**src/rtl/lw_pkg.sv**
```systemverilog
package lw_pkg;
    localparam int VIEWS  = 4;
    localparam int VIEW_W = 2;
    // Narrowest view that still clears the upper bits; narrower views fold into it.
    localparam logic [VIEW_W-1:0] MERGE_VIEW = 2'd1;

    function automatic logic [VIEW_W-1:0] rename_of(input logic [VIEW_W-1:0] v);
        return (v > MERGE_VIEW) ? MERGE_VIEW : v;
    endfunction

    function automatic logic clears_upper(input logic [VIEW_W-1:0] v);
        return v <= MERGE_VIEW;
    endfunction
endpackage

```
**src/rtl/lw_route.sv**
```systemverilog
module lw_route
    import lw_pkg::*;
(
    input  logic [VIEW_W-1:0] view,
    output logic [VIEWS-1:0]  span,
    output logic [VIEW_W-1:0] target,
    output logic              merged
);
    logic clr;

    always_comb begin
        target = rename_of(view);
        clr    = clears_upper(view);
        merged = (target != view) && !clr;
        for (int u = 0; u < VIEWS; u++) begin
            span[u] = (VIEW_W'(u) >= target) || clr;
        end
    end
endmodule

```
**src/rtl/lw_bank.sv**
```systemverilog
module lw_bank
    import lw_pkg::*;
#(
    parameter int TAG_W = 6
) (
    input  logic                   clk,
    input  logic                   rst_n,
    input  logic [VIEWS-1:0]       set_en,
    input  logic [TAG_W-1:0]       set_tag,
    input  logic [VIEWS-1:0]       clr_en,
    input  logic [TAG_W-1:0]       clr_tag,
    output logic [VIEWS-1:0]       held,
    output logic [VIEWS*TAG_W-1:0] tags
);
    typedef enum logic {EMPTY, HELD} slot_e;

    for (genvar v = 0; v < VIEWS; v++) begin : g_slot
        slot_e            st;
        logic [TAG_W-1:0] tg;

        always_ff @(posedge clk) begin
            if (!rst_n) begin
                st <= EMPTY;
                tg <= '0;
            end else begin
                unique case (st)
                    EMPTY: if (set_en[v]) begin
                        st <= HELD;
                        tg <= set_tag;
                    end
                    HELD: if (set_en[v]) begin
                        tg <= set_tag;
                    end else if (clr_en[v] && tg == clr_tag) begin
                        st <= EMPTY;
                    end
                    default: st <= EMPTY;
                endcase
            end
        end

        assign held[v]                  = (st == HELD);
        assign tags[v*TAG_W +: TAG_W]   = tg;
    end
endmodule

```
**src/rtl/lw_gather.sv**
```systemverilog
module lw_gather
    import lw_pkg::*;
#(
    parameter int TAG_W = 6,
    localparam int CNT_W = $clog2(VIEWS + 1)
) (
    input  logic [VIEW_W-1:0]      view,
    input  logic [VIEWS-1:0]       held,
    input  logic [VIEWS*TAG_W-1:0] tags,
    output logic [VIEWS-1:0]       keep,
    output logic [CNT_W-1:0]       count
);
    logic [VIEWS-1:0] cand;

    always_comb begin
        count = '0;
        for (int v = 0; v < VIEWS; v++) begin
            cand[v] = held[v] && (VIEW_W'(v) >= view);
        end
        for (int v = 0; v < VIEWS; v++) begin
            keep[v] = cand[v];
            for (int u = 0; u < v; u++) begin
                if (cand[u] && tags[u*TAG_W +: TAG_W] == tags[v*TAG_W +: TAG_W]) begin
                    keep[v] = 1'b0;
                end
            end
            count = count + CNT_W'(keep[v]);
        end
    end
endmodule

```
**src/rtl/lw_tracker.sv**
```systemverilog
module lw_tracker
    import lw_pkg::*;
#(
    parameter int NUM_FAM = 4,
    parameter int TAG_W   = 6,
    localparam int FAM_W  = (NUM_FAM > 1) ? $clog2(NUM_FAM) : 1,
    localparam int REG_W  = FAM_W + VIEW_W,
    localparam int CNT_W  = $clog2(VIEWS + 1)
) (
    input  logic                   clk,
    input  logic                   rst_n,
    input  logic                   wr_valid,
    input  logic [REG_W-1:0]       wr_reg,
    input  logic [TAG_W-1:0]       wr_tag,
    input  logic                   wr_zero_lat,
    input  logic                   rm_valid,
    input  logic [REG_W-1:0]       rm_reg,
    input  logic [TAG_W-1:0]       rm_tag,
    input  logic                   rm_no_free,
    input  logic                   rd_valid,
    input  logic [REG_W-1:0]       rd_reg,
    output logic                   alloc_req,
    output logic                   dep_valid,
    output logic [TAG_W-1:0]       dep_tag,
    output logic                   free_req,
    output logic                   rd_done,
    output logic [VIEWS*TAG_W-1:0] rd_tags,
    output logic [VIEWS-1:0]       rd_mask,
    output logic [CNT_W-1:0]       rd_count
);
    logic [FAM_W-1:0]  wr_fam, rm_fam, rd_fam;
    logic [VIEWS-1:0]  wr_span, rm_span;
    logic [VIEW_W-1:0] wr_tgt, rm_tgt;
    logic              wr_merged, rm_merged;

    assign wr_fam = wr_reg[REG_W-1:VIEW_W];
    assign rm_fam = rm_reg[REG_W-1:VIEW_W];
    assign rd_fam = rd_reg[REG_W-1:VIEW_W];

    lw_route u_wr_route (.view(wr_reg[VIEW_W-1:0]), .span(wr_span), .target(wr_tgt), .merged(wr_merged));
    lw_route u_rm_route (.view(rm_reg[VIEW_W-1:0]), .span(rm_span), .target(rm_tgt), .merged(rm_merged));

    logic [VIEWS-1:0]       row_held [NUM_FAM];
    logic [VIEWS*TAG_W-1:0] row_tags [NUM_FAM];

    for (genvar f = 0; f < NUM_FAM; f++) begin : g_fam
        logic [VIEWS-1:0] set_en, clr_en;
        assign set_en = (wr_valid && wr_fam == FAM_W'(f)) ? wr_span : '0;
        assign clr_en = (rm_valid && rm_fam == FAM_W'(f)) ? rm_span : '0;

        lw_bank #(.TAG_W(TAG_W)) u_bank (
            .clk(clk), .rst_n(rst_n),
            .set_en(set_en), .set_tag(wr_tag),
            .clr_en(clr_en), .clr_tag(rm_tag),
            .held(row_held[f]), .tags(row_tags[f])
        );
    end

    logic [VIEWS*TAG_W-1:0] wr_row_tags, rd_row_tags;
    logic [VIEWS-1:0]       wr_row_held, rd_row_held;
    logic [TAG_W-1:0]       cur_tag;
    logic                   cur_held;
    logic [VIEWS-1:0]       rd_keep;
    logic [CNT_W-1:0]       rd_cnt_c;

    assign wr_row_tags = row_tags[wr_fam];
    assign wr_row_held = row_held[wr_fam];
    assign rd_row_tags = row_tags[rd_fam];
    assign rd_row_held = row_held[rd_fam];
    assign cur_tag     = wr_row_tags[wr_tgt*TAG_W +: TAG_W];
    assign cur_held    = wr_row_held[wr_tgt];

    lw_gather #(.TAG_W(TAG_W)) u_gather (
        .view(rd_reg[VIEW_W-1:0]), .held(rd_row_held), .tags(rd_row_tags),
        .keep(rd_keep), .count(rd_cnt_c)
    );

    always_ff @(posedge clk) begin
        if (!rst_n) begin
            alloc_req <= 1'b0;
            dep_valid <= 1'b0;
            dep_tag   <= '0;
            free_req  <= 1'b0;
            rd_done   <= 1'b0;
            rd_tags   <= '0;
            rd_mask   <= '0;
            rd_count  <= '0;
        end else begin
            alloc_req <= wr_valid && !wr_merged && !wr_zero_lat;
            dep_valid <= wr_valid && wr_merged && cur_held && (cur_tag != wr_tag);
            dep_tag   <= cur_tag;
            free_req  <= rm_valid && !rm_merged && !rm_no_free;
            rd_done   <= rd_valid;
            rd_tags   <= rd_row_tags;
            rd_mask   <= rd_valid ? rd_keep : '0;
            rd_count  <= rd_valid ? rd_cnt_c : '0;
        end
    end
endmodule

```
**config.mk**
```make
export PLATFORM = sky130hd
export DESIGN_NAME = lw_tracker
export DESIGN_NICKNAME = d
export VERILOG_FILES = /design/src/rtl/lw_pkg.sv /design/src/rtl/lw_route.sv /design/src/rtl/lw_bank.sv /design/src/rtl/lw_gather.sv /design/src/rtl/lw_tracker.sv
export SDC_FILE = /design/constraint.sdc
export NUM_CORES = 1
export LEC_CHECK = 0
export BUFFER_PORTS_ARGS = -buffer_cell sky130_fd_sc_hd__buf_2
export CAP_MARGIN = 20
export CORE_AREA = 10 10 161 163
export DETAILED_ROUTE_END_ITERATION = 10
export DIE_AREA = 0 0 171 173
export GPL_TIMING_DRIVEN = 1
export PLACE_DENSITY_LB_ADDON = 0.1
export SYNTH_ARGS = -nofsm -noshare
export SYNTH_HDL_FRONTEND = slang
export SYNTH_HIERARCHICAL = 1
export SYNTH_SLANG_ARGS = --single-unit
```
**constraint.sdc**
```tcl
create_clock -name clk -period 5.4 [get_ports clk]
set_clock_uncertainty 0.1 [all_clocks]
set_input_delay 1.08 -clock clk [delete_from_list [all_inputs] [get_ports clk]]
set_output_delay 1.08 -clock clk [all_outputs]
set_load 0.05 [all_outputs]
```
==> impl_summary.txt, run 1 <==
----------------------------------------------------
[Run status]
  Status ... finished, final reports clean

[Die]
  Floorplan die width ... 171 um
  Effective utilization at floorplan ... 40.3%
  Row count ... 55
  I/O pin cnt ... 72
  Height of the chip ... 173 um
  Full die area ... 0.0296 mm2
  Core Area ... 0.0226 mm2

[Hold path]
  Class of the most critical hold timing path ... reg -> reg

[Drt]
  Detailed router's first-iteration violation count ... 511
  DRC violation count after routing ... 0
  Vias/cell ... 5.59
  DR vias ... 6516
  Length of the first detailed-routing pass in iterations ... 5
  Final antenna-violating net count ... 0
  Wire per inst ... 24.2 um
  Total Wirelength ... 28300 um

[Clock tree]
  Post-CTS Hold Buffers ... 0
  Maximum buffer depth of the clock tree ... 2
  TritonCTS Sinks ... 153
  Clock-pin transition on the worst setup and hold timing paths ... 0.06 ns
  CTS tree ... done
  CTS Buf Count ... 17
  Post-CTS repair timing setup buffer count ... 0
  CTS root buffer ... sky130_fd_sc_hd__clkbuf_16
  Worst-skew pair later-pin latency ... 0.43 ns
  Number of H-tree levels ... 4
  CTS-repair resized insts ... 0

[Pwr]
  Switching share of power ... 25.7%
  Share of power burned in the clock network ... 46.8%
  Leak ... 3.81 nW
  Worst IR drop on VDD ... 183 uV
  Internal power summed over all cells ... 2.11 mW
  Switching power summed over all nets ... 0.731 mW
  Design Power ... 2.84 mW
  Power share of the combinational group ... 11.7%
  Power per cell area ... 285 mW/mm2
  Sequential fraction of design power ... 41.6%

[Cells and area]
  Fraction of final layout cells with drive strength greater than 1 ... 18.1%
  Post-layout util ... 44.2%
  Count of fill cells added during filler insertion ... 2125
  Final Instance Count excl. Fillers ... 1166
  Post-layout nets ... 901
  Layout area overhead ... 9.83%

[STA]
  Finish-stage setup viols ... 0
  Pins Over Slew Limit ... 0
  Period Utilization, post-route ... 76.9%
  Worst-Margin Slew ... 1.14 ns
  Unrepaired setup endpoints after global routing ... no
  Fin crit period ... 4.15 ns
  Fmax ... 241 MHz
  Final hold violation count ... 0
  Worst slew margin ... 23.6%
  Final setup TNS ... 0 ns

[Job]
  Max-cap check violation count ... 0

[Global routing]
  Vias in the first global route ... 6622
  Global-route total usage across every layer ... 19.1%
  Remaining global-route overflow ... 0
  Largest net degree at the start of global routing ... 79
  Initial antenna violation count ... 3
  First-pass GRT wire length ... 42500 um

[Yosys]
  Average footprint of a synthesized cell ... 10.7 um2
  Cell count after synthesis ... 846
  Yosys warning total ... 6
  Syn Std Cell Area ... 0.00909 mm2

[Placed design]
  Number of input and output port buffers inserted ... 70
  DP Cell Count ... 1133
  Final weighted congestion in routability-driven placement ... 0.874
  Post-detailed-placement half-perimeter wirelength ... 20200 um

[Setup path]
  Worst Setup Start Kind ... primary input
  WP data required ... 5.63 ns
  Max Fanout on Critical Path ... 17
  Critical path capture point type ... flop
  Data arrival time of the critical path ... 4.38 ns
  Crit path kind ... in -> reg

----------------------------------------------------
-- per-layer routing --
layer  global-route usage (%)  vias up  share of wire, %
li1                         -     2967                 -
met1                     24.4     3231                44
met2                     29.3      258                45
met3                     5.42       56               7.3
met4                     8.05        4               3.6
met5                        0        -             0.074
-- worst paths after layout --
path              slack (ns)                             from                           end  depth (start not counted)
setup / recovery        1.25                        rd_reg[2]                   rd_count[1]                         11
hold reg to reg         0.46     g_fam[0].u_bank/g_slot[2].st  g_fam[0].u_bank/g_slot[2].st                          2
hold / removal          0.46     g_fam[0].u_bank/g_slot[2].st  g_fam[0].u_bank/g_slot[2].st                          2
setup reg to reg        2.17  g_fam[3].u_bank/g_slot[0].tg[4]                   rd_count[1]                          9
-- worst max-delay path, stage by stage --
cell,delay (ns)
sky130_fd_sc_hd__buf_2,0.39
sky130_fd_sc_hd__buf_12,0.26
sky130_fd_sc_hd__mux4_2,0.61
sky130_fd_sc_hd__xnor2_1,0.19
sky130_fd_sc_hd__nand4_1,0.11
sky130_fd_sc_hd__o41ai_1,0.62
sky130_fd_sc_hd__fa_1,0.52
sky130_fd_sc_hd__inv_1,0.07
sky130_fd_sc_hd__ha_1,0.13
sky130_fd_sc_hd__ha_1,0.22
sky130_fd_sc_hd__and3_1,0.17
-- layout make-up --
class	count	area, um2	area share [%]
Multi-Input combinational cell	607	5450	54.5
Sequential cell	153	3060	30.7
Timing Repair Buffer	80	440	4.41
Clock buffer	17	425	4.26
Tap cell	285	357	3.57
Clock inverter	15	220	2.21
Inverter	8	30.0	0.301
Antenna cell	1	2.50	0.0251
-- stage by stage --
step	setup slack (ns)	hold slack [ns]	instance area [um2]
floorplan	1.08	0.403	9110
global placement	0.772	0.431	9340
detailed placement	0.754	0.440	9340
CTS	1.21	0.450	9980
global route	0.951	0.474	9980
finish	1.25	0.458	9980
-- flip-flops by register name, summed over array words and instances (netlist names) --
signal and flops:
rd_mask 4, alloc_req 1, rd_count 3, dep_valid 1
rd_tags 24, g_fam.u_bank/g_slot.st 16, dep_tag 6, free_req 1
rd_done 1, g_fam.u_bank/g_slot.tg 96
-- power by group through the flow --
| stage | sequential, mW | clock [mW] | combinational, mW |
|---|---|---|---|
| after global routing | 1.18 | 1.40 | 0.356 |
| after detailed placement | 1.20 | 0 | 0.328 |
| final | 1.18 | 1.33 | 0.332 |
| after global placement | 1.20 | 0 | 0.326 |
| after CTS | 1.18 | 1.35 | 0.330 |
| after floorplan | 1.22 | 0 | 0.226 |
-- cells in the final DEF (no fill, tap or decap), drive strengths merged, types with 8 or more instances in the layout --
cell type / n
xor2: 68
clkbuf: 17
nor4: 19
mux2i: 118
a41oi: 17
xnor2: 69
nor2b: 98
and3: 9
inv: 12
o21ai: 18
nand4: 8
nand2: 16
dfxtp: 153
nand2b: 18
buf: 80
mux4: 52
and2: 45
nor2: 17
(Power assumes the default switching activity.)
==> run 2: changes to the inputs <==
clock period = 3.5 ns   (was 5.4 ns; I/O delays follow)
==> impl_summary.txt, run 2 (same netlist as run 1, synthesis figures left out) <==
----------------------------------------------------
[Setup path]
  Worst Setup Start Kind ... primary input
  Max Fanout on Critical Path ... 8
  Crit path kind ... in -> reg
  WP data required ... 3.72 ns
  Reg2reg path depth ... 10
  Critical path capture point type ... flop
  Data arrival time of the critical path ... 3.62 ns

[Clock tree]
  Clock-pin transition on the worst setup and hold timing paths ... 0.06 ns
  TritonCTS Sinks ... 153
  Worst-skew pair later-pin latency ... 0.43 ns
  Post-CTS Hold Buffers ... 0
  CTS Buf Count ... 17
  CTS tree ... done
  Maximum buffer depth of the clock tree ... 2
  Number of H-tree levels ... 4
  CTS root buffer ... sky130_fd_sc_hd__clkbuf_16

[Die]
  Effective utilization at floorplan ... 40.3%
  Floorplan die width ... 171 um
  Full die area ... 0.0296 mm2
  Core Area ... 0.0226 mm2
  Height of the chip ... 173 um
  I/O pin cnt ... 72
  Row count ... 55

[Placed design]
  Number of input and output port buffers inserted ... 70
  Final weighted congestion in routability-driven placement ... 0.906
  Post-detailed-placement half-perimeter wirelength ... 22400 um
  DP Cell Count ... 1204

[Global routing]
  Initial antenna violation count ... 1
  Remaining global-route overflow ... 0
  Global-route total usage across every layer ... 19.7%
  Largest net degree at the start of global routing ... 108
  Vias in the first global route ... 6918
  First-pass GRT wire length ... 44000 um

[Drt]
  Detailed router's first-iteration violation count ... 536
  Final antenna-violating net count ... 0
  Length of the first detailed-routing pass in iterations ... 5
  DR vias ... 6796
  DRC violation count after routing ... 0
  Total Wirelength ... 29700 um
  Vias/cell ... 5.48
  Wire per inst ... 24.0 um

[Cells and area]
  Most used cells in the layout excluding fill and tap cells ... sky130_fd_sc_hd__dfxtp_1 (153), sky130_fd_sc_hd__mux2i_1 (117), sky130_fd_sc_hd__nor2b_1 (98)
  Number of flip-flops under the largest register name ... 96
  Fraction of final layout cells with drive strength greater than 1 ... 24.9%
  Post-layout nets ... 976
  N_diodes ... 0
  Layout area overhead ... 16.1%
  Commonest non-fill, non-tap cell in the layout ... sky130_fd_sc_hd__dfxtp_1
  Final Instance Count excl. Fillers ... 1240
  Count of fill cells added during filler insertion ... 2141
  Biggest regs ... g_fam.u_bank/g_slot.tg x96, rd_tags x24, g_fam.u_bank/g_slot.st x16
  Biggest register ... g_fam.u_bank/g_slot.tg

[STA]
  Final hold violation count ... 0
  Period Utilization, post-route ... 97.1%
  Final setup TNS ... 0 ns
  Fin crit period ... 3.40 ns
  Worst slew margin ... 40.3%
  Fmax ... 294 MHz
  Pins Over Slew Limit ... 0
  Worst-Margin Slew ... 0.895 ns
  Finish-stage setup viols ... 0

[Pwr]
  Power per cell area ... 405 mW/mm2
  Power share of the combinational group ... 13.3%
  Internal power summed over all cells ... 3.09 mW
  Worst IR drop on VDD ... 206 uV
  Switching power summed over all nets ... 1.18 mW
  Switching share of power ... 27.7%
  Leak ... 4.18 nW
  Share of power burned in the clock network ... 44.1%
  Sequential fraction of design power ... 42.6%

[Run status]
  Status ... finished, final reports clean

[Hold path]
  Class of the most critical hold timing path ... in -> reg
  Cell count of the worst hold path ... 2

[Job]
  Max-cap check violation count ... 0

----------------------------------------------------
-- run 2: path summary, 6_finish.rpt --
check	to	start	slack, ns
worst max-delay path	rd_count[1]	rd_reg[2]	0.10
worst max register to register	rd_count[1]	g_fam[3].u_bank/g_slot[3].tg[3]	0.36
worst min register to register	g_fam[2].u_bank/g_slot[2].tg[0]	g_fam[2].u_bank/g_slot[2].tg[0]	0.46
worst min-delay path	alloc_req	wr_zero_lat	0.33
-- run 2: cell type report --
cell class	count	area [um2]	share of cell area [%]
Multi-Input combinational cell	607	5470	51.8
Sequential cell	153	3060	29.0
Timing Repair Buffer	155	1040	9.88
Clock buffer	18	429	4.06
Tap cell	285	357	3.38
Clock inverter	14	161	1.53
Inverter	8	30.0	0.284
-- run 2: critical path: stages --
cell	delay (ns)
sky130_fd_sc_hd__clkbuf_4	0.15
sky130_fd_sc_hd__buf_12	0.15
sky130_fd_sc_hd__mux4_2	0.62
sky130_fd_sc_hd__xnor2_1	0.18
sky130_fd_sc_hd__nand4_1	0.12
sky130_fd_sc_hd__or4_4	0.55
sky130_fd_sc_hd__nand4_1	0.14
sky130_fd_sc_hd__fa_1	0.42
sky130_fd_sc_hd__inv_1	0.07
sky130_fd_sc_hd__ha_2	0.15
sky130_fd_sc_hd__ha_1	0.21
sky130_fd_sc_hd__and3_1	0.14
-- run 2: timing repair --
action	4_1_cts	5_1_grt
hold endpoints to repair	0	0
setup buffers	0	3
setup endpoints to repair	0	3
resized for setup	0	7
-- run 2: metrics by stage --
stage | worst slack (ns) | cell area (um2) | total power, mW | utilization, % | hold WS, ns
2_1_floorplan | -0.0645 | 9160 | 2.23 | - | 0.403
3_3_place_gp | -0.326 | 9880 | 2.40 | 43.8 | 0.443
3_5_place_dp | -0.380 | 9880 | 2.41 | 43.8 | 0.451
4_1_cts | 0.0677 | 10500 | 4.29 | 46.4 | 0.312
5_1_grt | -0.0226 | 10600 | 4.41 | 46.8 | 0.330
6_report | 0.103 | 10600 | 4.27 | 46.8 | 0.326
-- run 2: power by group through the flow --
stage          registers, mW  logic [mW]  clock network [mW]
2_1_floorplan           1.87       0.356                   0
3_3_place_gp            1.86       0.543                   0
3_5_place_dp            1.86       0.549                   0
4_1_cts                 1.82       0.551                1.92
5_1_grt                 1.82       0.605                1.98
6_report                1.82       0.567                1.89
-- run 2: layer usage --
layer	vias to the layer above	part of all wire, %	global-route usage, %	wire length (um)
li1	3126	-	-	-
met1	3359	45	26.2	13300
met2	259	45	30.1	13400
met3	50	6.1	3.21	1830
met4	2	4.0	9.60	1190
met5	-	0.067	0	20
